## config.mk

```make
export PLATFORM = sky130hd
export DESIGN_NAME = flash_cmd_fsm
export DESIGN_NICKNAME = d
export VERILOG_FILES = /design/src/rtl/fcs_pkg.sv /design/src/rtl/fcs_rst_sync.sv /design/src/rtl/fcs_seq.sv /design/src/rtl/fcs_rdmux.sv /design/src/rtl/flash_cmd_fsm.sv
export SDC_FILE = /design/constraint.sdc
export NUM_CORES = 1
export LEC_CHECK = 0
export ABC_AREA = 1
export BUFFER_PORTS_ARGS = -buffer_cell sky130_fd_sc_hd__buf_2
export CORE_MARGIN = 2
export CORE_UTILIZATION = 40
export CTS_CLUSTER_SIZE = 20
export DETAILED_ROUTE_END_ITERATION = 16
export PLACE_DENSITY = 0.69
export SLEW_MARGIN = 10
export SYNTH_ARGS = -nofsm -noshare
export SYNTH_HDL_FRONTEND = slang
export SYNTH_SLANG_ARGS = --single-unit
```

## constraint.sdc

```tcl
create_clock -name clk -period 1.4 [get_ports clk]
set_input_delay 0.07 -clock clk [delete_from_list [all_inputs] [get_ports clk]]
set_output_delay 0.07 -clock clk [all_outputs]
set_load 0.1 [all_outputs]
```

## src/rtl/fcs_pkg.sv

```systemverilog
package fcs_pkg;
  typedef enum logic [2:0] {
    ST_RST,
    ST_READ,
    ST_UNL1,
    ST_UNL2,
    ST_PSET,
    ST_BUSY,
    ST_FAIL,
    ST_AUTO
  } fcs_state_e;

  localparam int STAT_POLL = 7;
  localparam int STAT_TOG  = 6;
  localparam int STAT_ERR  = 5;
endpackage

```

## src/rtl/fcs_rst_sync.sv

```systemverilog
module fcs_rst_sync (
  input  logic clk,
  input  logic rst_n,
  output logic rst_n_sync
);
  logic [1:0] sync_q;

  always_ff @(posedge clk or negedge rst_n) begin
    if (!rst_n) sync_q <= 2'b00;
    else        sync_q <= {sync_q[0], 1'b1};
  end

  assign rst_n_sync = sync_q[1];
endmodule

```

## src/rtl/fcs_seq.sv

```systemverilog
module fcs_seq
  import fcs_pkg::*;
#(
  parameter int unsigned AW = 20,
  parameter int unsigned UAW = 11,
  parameter logic [UAW-1:0] UNL1_ADDR = 11'h555,
  parameter logic [7:0] UNL1_DATA = 8'hAA,
  parameter logic [UAW-1:0] UNL2_ADDR = 11'h2AA,
  parameter logic [7:0] UNL2_DATA = 8'h55,
  parameter logic [7:0] CMD_PGM = 8'hA0,
  parameter logic [7:0] CMD_AUTO = 8'h90,
  parameter logic [7:0] CMD_RST = 8'hF0,
  parameter int unsigned RST_CYC = 4
) (
  input  logic          clk,
  input  logic          rst_n,
  input  logic          wr_en,
  input  logic [AW-1:0] addr,
  input  logic [7:0]    wdata,
  input  logic          pgm_done,
  input  logic          pgm_fail,
  output fcs_state_e    state_o,
  output logic          pgm_start,
  output logic [AW-1:0] pgm_addr,
  output logic [7:0]    pgm_data,
  output logic          ready
);
  localparam int unsigned CW = (RST_CYC > 1) ? $clog2(RST_CYC) : 1;

  fcs_state_e     state_q, state_d;
  logic [CW-1:0]  cnt_q, cnt_d;
  logic           start_q, start_d;
  logic [AW-1:0]  addr_q;
  logic [7:0]     data_q;
  logic           lat_en, lat_clr;

  logic at_u1, at_u2, is_rst;
  assign at_u1  = (addr[UAW-1:0] == UNL1_ADDR);
  assign at_u2  = (addr[UAW-1:0] == UNL2_ADDR);
  assign is_rst = (wdata == CMD_RST);

  always_comb begin
    state_d = state_q;
    cnt_d   = cnt_q;
    start_d = 1'b0;
    lat_en  = 1'b0;
    lat_clr = 1'b0;
    case (state_q)
      ST_RST: begin
        if (cnt_q == '0) state_d = ST_READ;
        else             cnt_d   = cnt_q - 1'b1;
      end
      ST_READ: begin
        if (wr_en && at_u1 && wdata == UNL1_DATA) state_d = ST_UNL1;
      end
      ST_UNL1: begin
        if (wr_en) state_d = (at_u2 && wdata == UNL2_DATA) ? ST_UNL2 : ST_READ;
      end
      ST_UNL2: begin
        if (wr_en) begin
          if (at_u1 && wdata == CMD_PGM)       state_d = ST_PSET;
          else if (at_u1 && wdata == CMD_AUTO) state_d = ST_AUTO;
          else                                 state_d = ST_READ;
        end
      end
      ST_PSET: begin
        if (wr_en) begin
          state_d = ST_BUSY;
          start_d = 1'b1;
          lat_en  = 1'b1;
        end
      end
      ST_BUSY: begin
        if (pgm_done) begin
          if (pgm_fail) state_d = ST_FAIL;
          else begin
            state_d = ST_READ;
            lat_clr = 1'b1;
          end
        end
      end
      ST_FAIL: begin
        if (wr_en && is_rst) begin
          state_d = ST_READ;
          lat_clr = 1'b1;
        end
      end
      ST_AUTO: begin
        if (wr_en && is_rst) state_d = ST_READ;
      end
      default: state_d = ST_READ;
    endcase
  end

  always_ff @(posedge clk or negedge rst_n) begin
    if (!rst_n) begin
      state_q <= ST_RST;
      cnt_q   <= CW'(RST_CYC - 1);
      start_q <= 1'b0;
    end else begin
      state_q <= state_d;
      cnt_q   <= cnt_d;
      start_q <= start_d;
    end
  end

  always_ff @(posedge clk or negedge rst_n) begin
    if (!rst_n) begin
      addr_q <= '0;
      data_q <= '0;
    end else if (lat_en) begin
      addr_q <= addr;
      data_q <= wdata;
    end else if (lat_clr) begin
      addr_q <= '0;
      data_q <= '0;
    end
  end

  assign state_o   = state_q;
  assign pgm_start = start_q;
  assign pgm_addr  = addr_q;
  assign pgm_data  = data_q;
  assign ready     = (state_q != ST_BUSY) && (state_q != ST_RST);

  // launch pulse is a single cycle
  a_r2_start_single: assert property (@(posedge clk) disable iff (!rst_n)
    pgm_start |=> !pgm_start);

  // ready is low while the launch pulse is out
  a_r2_start_busy: assert property (@(posedge clk) disable iff (!rst_n)
    pgm_start |-> !ready);

  // busy persists until the back-end reports done
  a_r7_busy_holds: assert property (@(posedge clk) disable iff (!rst_n)
    (state_q == ST_BUSY && !pgm_done) |=> (state_q == ST_BUSY));

  // busy exits to array reads only on a passing done pulse
  a_r10_clean_exit: assert property (@(posedge clk) disable iff (!rst_n)
    (state_q == ST_READ && $past(state_q) == ST_BUSY) |-> ($past(pgm_done) && !$past(pgm_fail)));

  // identification mode holds against non-reset writes
  a_r8_auto_holds: assert property (@(posedge clk) disable iff (!rst_n)
    (state_q == ST_AUTO && !(wr_en && is_rst)) |=> (state_q == ST_AUTO));

  // failure state holds against non-reset writes
  a_r11_fail_holds: assert property (@(posedge clk) disable iff (!rst_n)
    (state_q == ST_FAIL && !(wr_en && is_rst)) |=> (state_q == ST_FAIL));
endmodule

```

## src/rtl/fcs_rdmux.sv

```systemverilog
module fcs_rdmux
  import fcs_pkg::*;
#(
  parameter int unsigned SB = 4,
  parameter logic [7:0] MFR_CODE = 8'h01,
  parameter logic [7:0] DEV_CODE = 8'hD5,
  localparam int unsigned NSECT = 1 << SB
) (
  input  logic             clk,
  input  logic             rst_n,
  input  logic             rd_en,
  input  logic [SB-1:0]    sect,
  input  logic [7:0]       offs,
  input  fcs_state_e       state_i,
  input  logic             poll_bit,
  input  logic [7:0]       array_rdata,
  input  logic [NSECT-1:0] prot_bits,
  output logic [7:0]       rdata
);
  logic stat_mode;
  logic tog_q, tog_d;

  assign stat_mode = (state_i == ST_BUSY) || (state_i == ST_FAIL);

  always_comb begin
    tog_d = tog_q;
    if (!stat_mode)  tog_d = 1'b0;
    else if (rd_en)  tog_d = ~tog_q;
  end

  always_ff @(posedge clk or negedge rst_n) begin
    if (!rst_n) tog_q <= 1'b0;
    else        tog_q <= tog_d;
  end

  logic [7:0] id_byte;
  always_comb begin
    case (offs)
      8'h00:   id_byte = MFR_CODE;
      8'h01:   id_byte = DEV_CODE;
      8'h02:   id_byte = {7'b0, prot_bits[sect]};
      default: id_byte = 8'h00;
    endcase
  end

  always_comb begin
    rdata = 8'h00;
    case (state_i)
      ST_RST:  rdata = 8'h00;
      ST_AUTO: rdata = id_byte;
      ST_BUSY, ST_FAIL: begin
        rdata[STAT_POLL] = ~poll_bit;
        rdata[STAT_TOG]  = tog_q;
        rdata[STAT_ERR]  = (state_i == ST_FAIL);
      end
      default: rdata = array_rdata;
    endcase
  end

  // back-to-back status reads see the toggle bit invert
  a_r9_toggle_flips: assert property (@(posedge clk) disable iff (!rst_n)
    (stat_mode && rd_en && $past(stat_mode && rd_en)) |-> (rdata[STAT_TOG] != $past(rdata[STAT_TOG])));
endmodule

```

## src/rtl/flash_cmd_fsm.sv

```systemverilog
module flash_cmd_fsm
  import fcs_pkg::*;
#(
  parameter int unsigned AW = 20,
  parameter int unsigned SB = 4,
  parameter int unsigned UAW = 11,
  parameter logic [UAW-1:0] UNL1_ADDR = 11'h555,
  parameter logic [7:0] UNL1_DATA = 8'hAA,
  parameter logic [UAW-1:0] UNL2_ADDR = 11'h2AA,
  parameter logic [7:0] UNL2_DATA = 8'h55,
  parameter logic [7:0] CMD_PGM = 8'hA0,
  parameter logic [7:0] CMD_AUTO = 8'h90,
  parameter logic [7:0] CMD_RST = 8'hF0,
  parameter logic [7:0] MFR_CODE = 8'h01,
  parameter logic [7:0] DEV_CODE = 8'hD5,
  parameter int unsigned RST_CYC = 4,
  localparam int unsigned NSECT = 1 << SB
) (
  input  logic             clk,
  input  logic             rst_n,
  input  logic             wr_en,
  input  logic             rd_en,
  input  logic [AW-1:0]    addr,
  input  logic [7:0]       wdata,
  output logic [7:0]       rdata,
  input  logic [7:0]       array_rdata,
  input  logic [NSECT-1:0] prot_bits,
  output logic             pgm_start,
  output logic [AW-1:0]    pgm_addr,
  output logic [7:0]       pgm_data,
  input  logic             pgm_done,
  input  logic             pgm_fail,
  output logic             ready
);
  logic       rst_n_sync;
  fcs_state_e state;

  fcs_rst_sync u_rst (
    .clk        (clk),
    .rst_n      (rst_n),
    .rst_n_sync (rst_n_sync)
  );

  fcs_seq #(
    .AW(AW), .UAW(UAW),
    .UNL1_ADDR(UNL1_ADDR), .UNL1_DATA(UNL1_DATA),
    .UNL2_ADDR(UNL2_ADDR), .UNL2_DATA(UNL2_DATA),
    .CMD_PGM(CMD_PGM), .CMD_AUTO(CMD_AUTO), .CMD_RST(CMD_RST),
    .RST_CYC(RST_CYC)
  ) u_seq (
    .clk       (clk),
    .rst_n     (rst_n_sync),
    .wr_en     (wr_en),
    .addr      (addr),
    .wdata     (wdata),
    .pgm_done  (pgm_done),
    .pgm_fail  (pgm_fail),
    .state_o   (state),
    .pgm_start (pgm_start),
    .pgm_addr  (pgm_addr),
    .pgm_data  (pgm_data),
    .ready     (ready)
  );

  fcs_rdmux #(
    .SB(SB), .MFR_CODE(MFR_CODE), .DEV_CODE(DEV_CODE)
  ) u_rd (
    .clk         (clk),
    .rst_n       (rst_n_sync),
    .rd_en       (rd_en),
    .sect        (addr[AW-1 -: SB]),
    .offs        (addr[7:0]),
    .state_i     (state),
    .poll_bit    (pgm_data[7]),
    .array_rdata (array_rdata),
    .prot_bits   (prot_bits),
    .rdata       (rdata)
  );
endmodule

```

==> metrics.log <==
INFO  metric synthesis.area = approximately 2300 sq um
INFO  metric fp.dieArea = 6320 sq um
INFO  metric detail_route.vias_per_cell = between 4 and 5
INFO  metric timing.final.crit_share = 1.35
INFO  metric hold_viol_final = 0
INFO  metric finalWirelength = 6820 um
INFO  metric grt_remaining_overflow = 0
INFO  metric seq_area_frac_synth = 0.407
INFO  metric timing.critical_path.to_type = output pin
INFO  metric critical_path_class = reg2out
INFO  metric slew_viol_final = 0
INFO  metric worstPathRequired = ~1.3 ns
INFO  metric ys_warnings = 0
INFO  metric io_pins = 96
INFO  metric syn_inst = ~320
INFO  metric synth_edf_count = 0
INFO  metric syn_nets = 380
INFO  metric ant_nets = 0
INFO  metric ys_seq_elements = 37
INFO  metric cts.root.buffer_cell = sky130_fd_sc_hd__clkbuf_8
INFO  metric cts_htree_levels = 2
INFO  metric maxCapViolations = 0
INFO  metric placement.io_buffers = 95
INFO  metric area_growth = 58.9%
INFO  metric clk-insertion-delay-late = ~0.29 ns
INFO  metric critPathMostFrequentCell = sky130_fd_sc_hd__inv_2
INFO  metric nNetsFinal = ~500
INFO  metric die_w = 79.5 um
INFO  metric worstPathCellList = inv_2 -> nand2_4 -> nor2_4 -> inv_2 -> nand2_2 -> buf_4 -> inv_2 -> o211ai_1 -> clkbuf_16
INFO  metric gr-usage-all-layers = 0.218
INFO  metric critical_path.max_stage_delay = roughly 0.47 ns
INFO  metric min_period = 1.89 ns
INFO  metric first_pass_grt_wire_length = about 11,000 um
INFO  metric detail_route.first_pass.iterations = 4
INFO  metric drc = 0
INFO  metric detailedRoute.firstIterationViolations = about 120
INFO  metric first_global_vias = approximately 2,400
INFO  metric grt_antenna_before_repair = 0
INFO  metric post_detailed_route_wirelength_per_cell = 12.9 um
INFO  metric post_placement_worst_setup_slack = -0.133 ns
INFO  metric unrepaired_setup_endpoints_after_global_routing = yes
INFO  metric fraction_of_final_layout_cells_with_drive_strength_greater_than_1 = 0.451
INFO  metric failed_checks = negative setup slack
INFO  metric startpoint_type = register
INFO  metric final_common_cell = sky130_fd_sc_hd__buf_2
INFO  metric dp_hpwl = approximately 5000 um
INFO  metric run_status = finished with violations
INFO  metric numCtsBuffers = 5
INFO  metric die_y = ~80 um
INFO  metric hold_path_class = in2reg
INFO  metric setup_ws = -0.491 ns
INFO  metric antenna_cells_inserted = 0
INFO  metric timing.fmax = 529 MHz
INFO  metric via_count = approximately 2,500
INFO  metric layout.cells.most_common_list = sky130_fd_sc_hd__buf_2, sky130_fd_sc_hd__nand2_1, sky130_fd_sc_hd__inv_1, sky130_fd_sc_hd__dfrtp_1, sky130_fd_sc_hd__buf_4
INFO  metric yosysUniqueCellTypes = 29
INFO  metric gpl.final_weighted_congestion = between 0.8 and 0.9
INFO  metric coreArea = 5510 sq um
INFO  metric critPathMaxFanout = 6
INFO  metric buffer_depth_of_the_longest_clock_path = 2
INFO  metric timing.critical_path.arrival = 1.82 ns
INFO  metric setup-violations-final = 40
INFO  metric floorplan.initialDensity = 0.414
INFO  metric synthArstFlopShare = 1.00
INFO  metric finalCoreUtilization = 0.658
INFO  metric grt_start_max_net_pins = 30
INFO  metric synth_area_per_cell = 7.11 sq um
INFO  metric finalClockSkew = 0.00808 ns
INFO  metric clk_transition_reported_paths = about 0.08 ns
INFO  metric dominant_synthesized_flop_cell = sky130_fd_sc_hd__dfrtp_1
INFO  metric timing.critical_path.slowest_stage_cell = sky130_fd_sc_hd__dfrtp_2
INFO  metric tritoncts = yes
INFO  metric cts_sinks = 37
INFO  metric placement_rows = 27
-- what timing repair did --
item,in CTS,in global routing
pin swaps,6,3
hold endpoints to repair,7,0
gates resized for setup,14,24
setup buffers,4,6
endpoints found under the setup margin,40,41
hold buffers,6,0
-- through the flow --
| stage | hold WS, ns | TNS, ns | area (sq um) | cells |
|---|---|---|---|---|
| 2_1_floorplan | -0.226 | -2.47 | 2390 | 321 |
| 3_3_place_gp | -0.143 | -1.09 | 3230 | 505 |
| 3_5_place_dp | -0.143 | -2.60 | 3230 | 505 |
| 4_1_cts | 0.00312 | -5.22 | 3470 | 523 |
| 5_1_grt | 0.00405 | -12.91 | 3620 | 529 |
| 6_report | 0.00997 | -10.15 | 3620 | 529 |
-- layer usage --
| layer | global-route usage | vias up | routed length, um |
|---|---|---|---|
| li1 | - | 1234 | - |
| met1 | 0.277 | 1160 | 2870 |
| met3 | 0.0419 | 13 | 372 |
| met5 | 0 | - | 0 |
| met2 | 0.363 | 83 | 3410 |
| met4 | 0.0897 | 0 | 171 |
-- path summary, 6_finish.rpt --
kind                                   from           endpoint  slack (ns)  cells after the start
min in group asynchronous             rst_n    u_rst.sync_q[1]        0.10                      2
max in group asynchronous   u_rst.sync_q[1]     u_seq.cnt_q[1]        0.89                      1
min                                wdata[1]  u_seq.pgm_data[1]        0.01                      3
max                        u_seq.state_o[1]           rdata[7]       -0.49                      9
max reg2reg                u_seq.state_o[1]  u_seq.pgm_data[5]       -0.27                     10
min reg2reg                 u_rst.sync_q[1]  u_seq.pgm_addr[4]        0.20                      1
-- Yosys cell counts (2+ instances only) --
library cell | number | share of area
sky130_fd_sc_hd__nand2_1 | 94 | 0.15
sky130_fd_sc_hd__inv_1 | 68 | 0.11
sky130_fd_sc_hd__dfrtp_1 | 35 | 0.38
sky130_fd_sc_hd__nor2_1 | 26 | 0.043
sky130_fd_sc_hd__nand3_1 | 22 | 0.048
sky130_fd_sc_hd__o21ai_2 | 20 | 0.077
sky130_fd_sc_hd__o21ai_0 | 11 | 0.024
sky130_fd_sc_hd__nor3_1 | 7 | 0.015
sky130_fd_sc_hd__a21oi_1 | 4 | 0.0088
sky130_fd_sc_hd__inv_2 | 4 | 0.0066
sky130_fd_sc_hd__buf_2 | 3 | 0.0066
sky130_fd_sc_hd__buf_4 | 3 | 0.0099
sky130_fd_sc_hd__nor2_2 | 3 | 0.0082
sky130_fd_sc_hd__buf_6 | 2 | 0.0099
sky130_fd_sc_hd__dfstp_2 | 2 | 0.023
sky130_fd_sc_hd__nand2_2 | 2 | 0.0055
sky130_fd_sc_hd__nor2_4 | 2 | 0.0099
sky130_fd_sc_hd__o211ai_1 | 2 | 0.0066
-- logic make-up (layout without fill, tap and decap cells) --
logic type,count (synthesis),after routing,share of synthesized area
other,1,1,0.00164
muxes,1,1,0.00439
xor gates and xnor gates,2,2,0.00768
buffers and inverters,80,216,0.145
AOI/OAI and AO/OA,40,40,0.132
DFF,37,37,0.407
adders and majority gates,1,1,0.00548
and+or+nand+nor,159,159,0.297
-- worst max-delay path: cells and delay by family (launching register included) --
kind	cells	cell delay (ns)
simple gates	3	0.23
buf+inv	5	0.57
flops	1	0.47
compound gates	1	0.27
-- sequential cells by signal, summed over array words and instances, names as in the netlist --
name	count
u_seq.pgm_start	1
u_seq.pgm_data	8
u_rst.sync_q	2
u_seq.state_o	3
u_rd.tog_q	1
u_seq.pgm_addr	20
u_seq.cnt_q	2
-- cell type report --
class | instances | area [sq um]
flip-flops and latches | 37 | 932
fillers | 467 | 1880
multi-input cells | 204 | 1230
clock inverters | 1 | 5.00
well taps | 72 | 90.1
inverters | 72 | 275
clock buffers | 7 | 96.3
repair buffers | 136 | 993
Power is left out: the tool's default activity adds up to more than one toggle a clock period on the data nets, which glitch-free logic cannot reach.
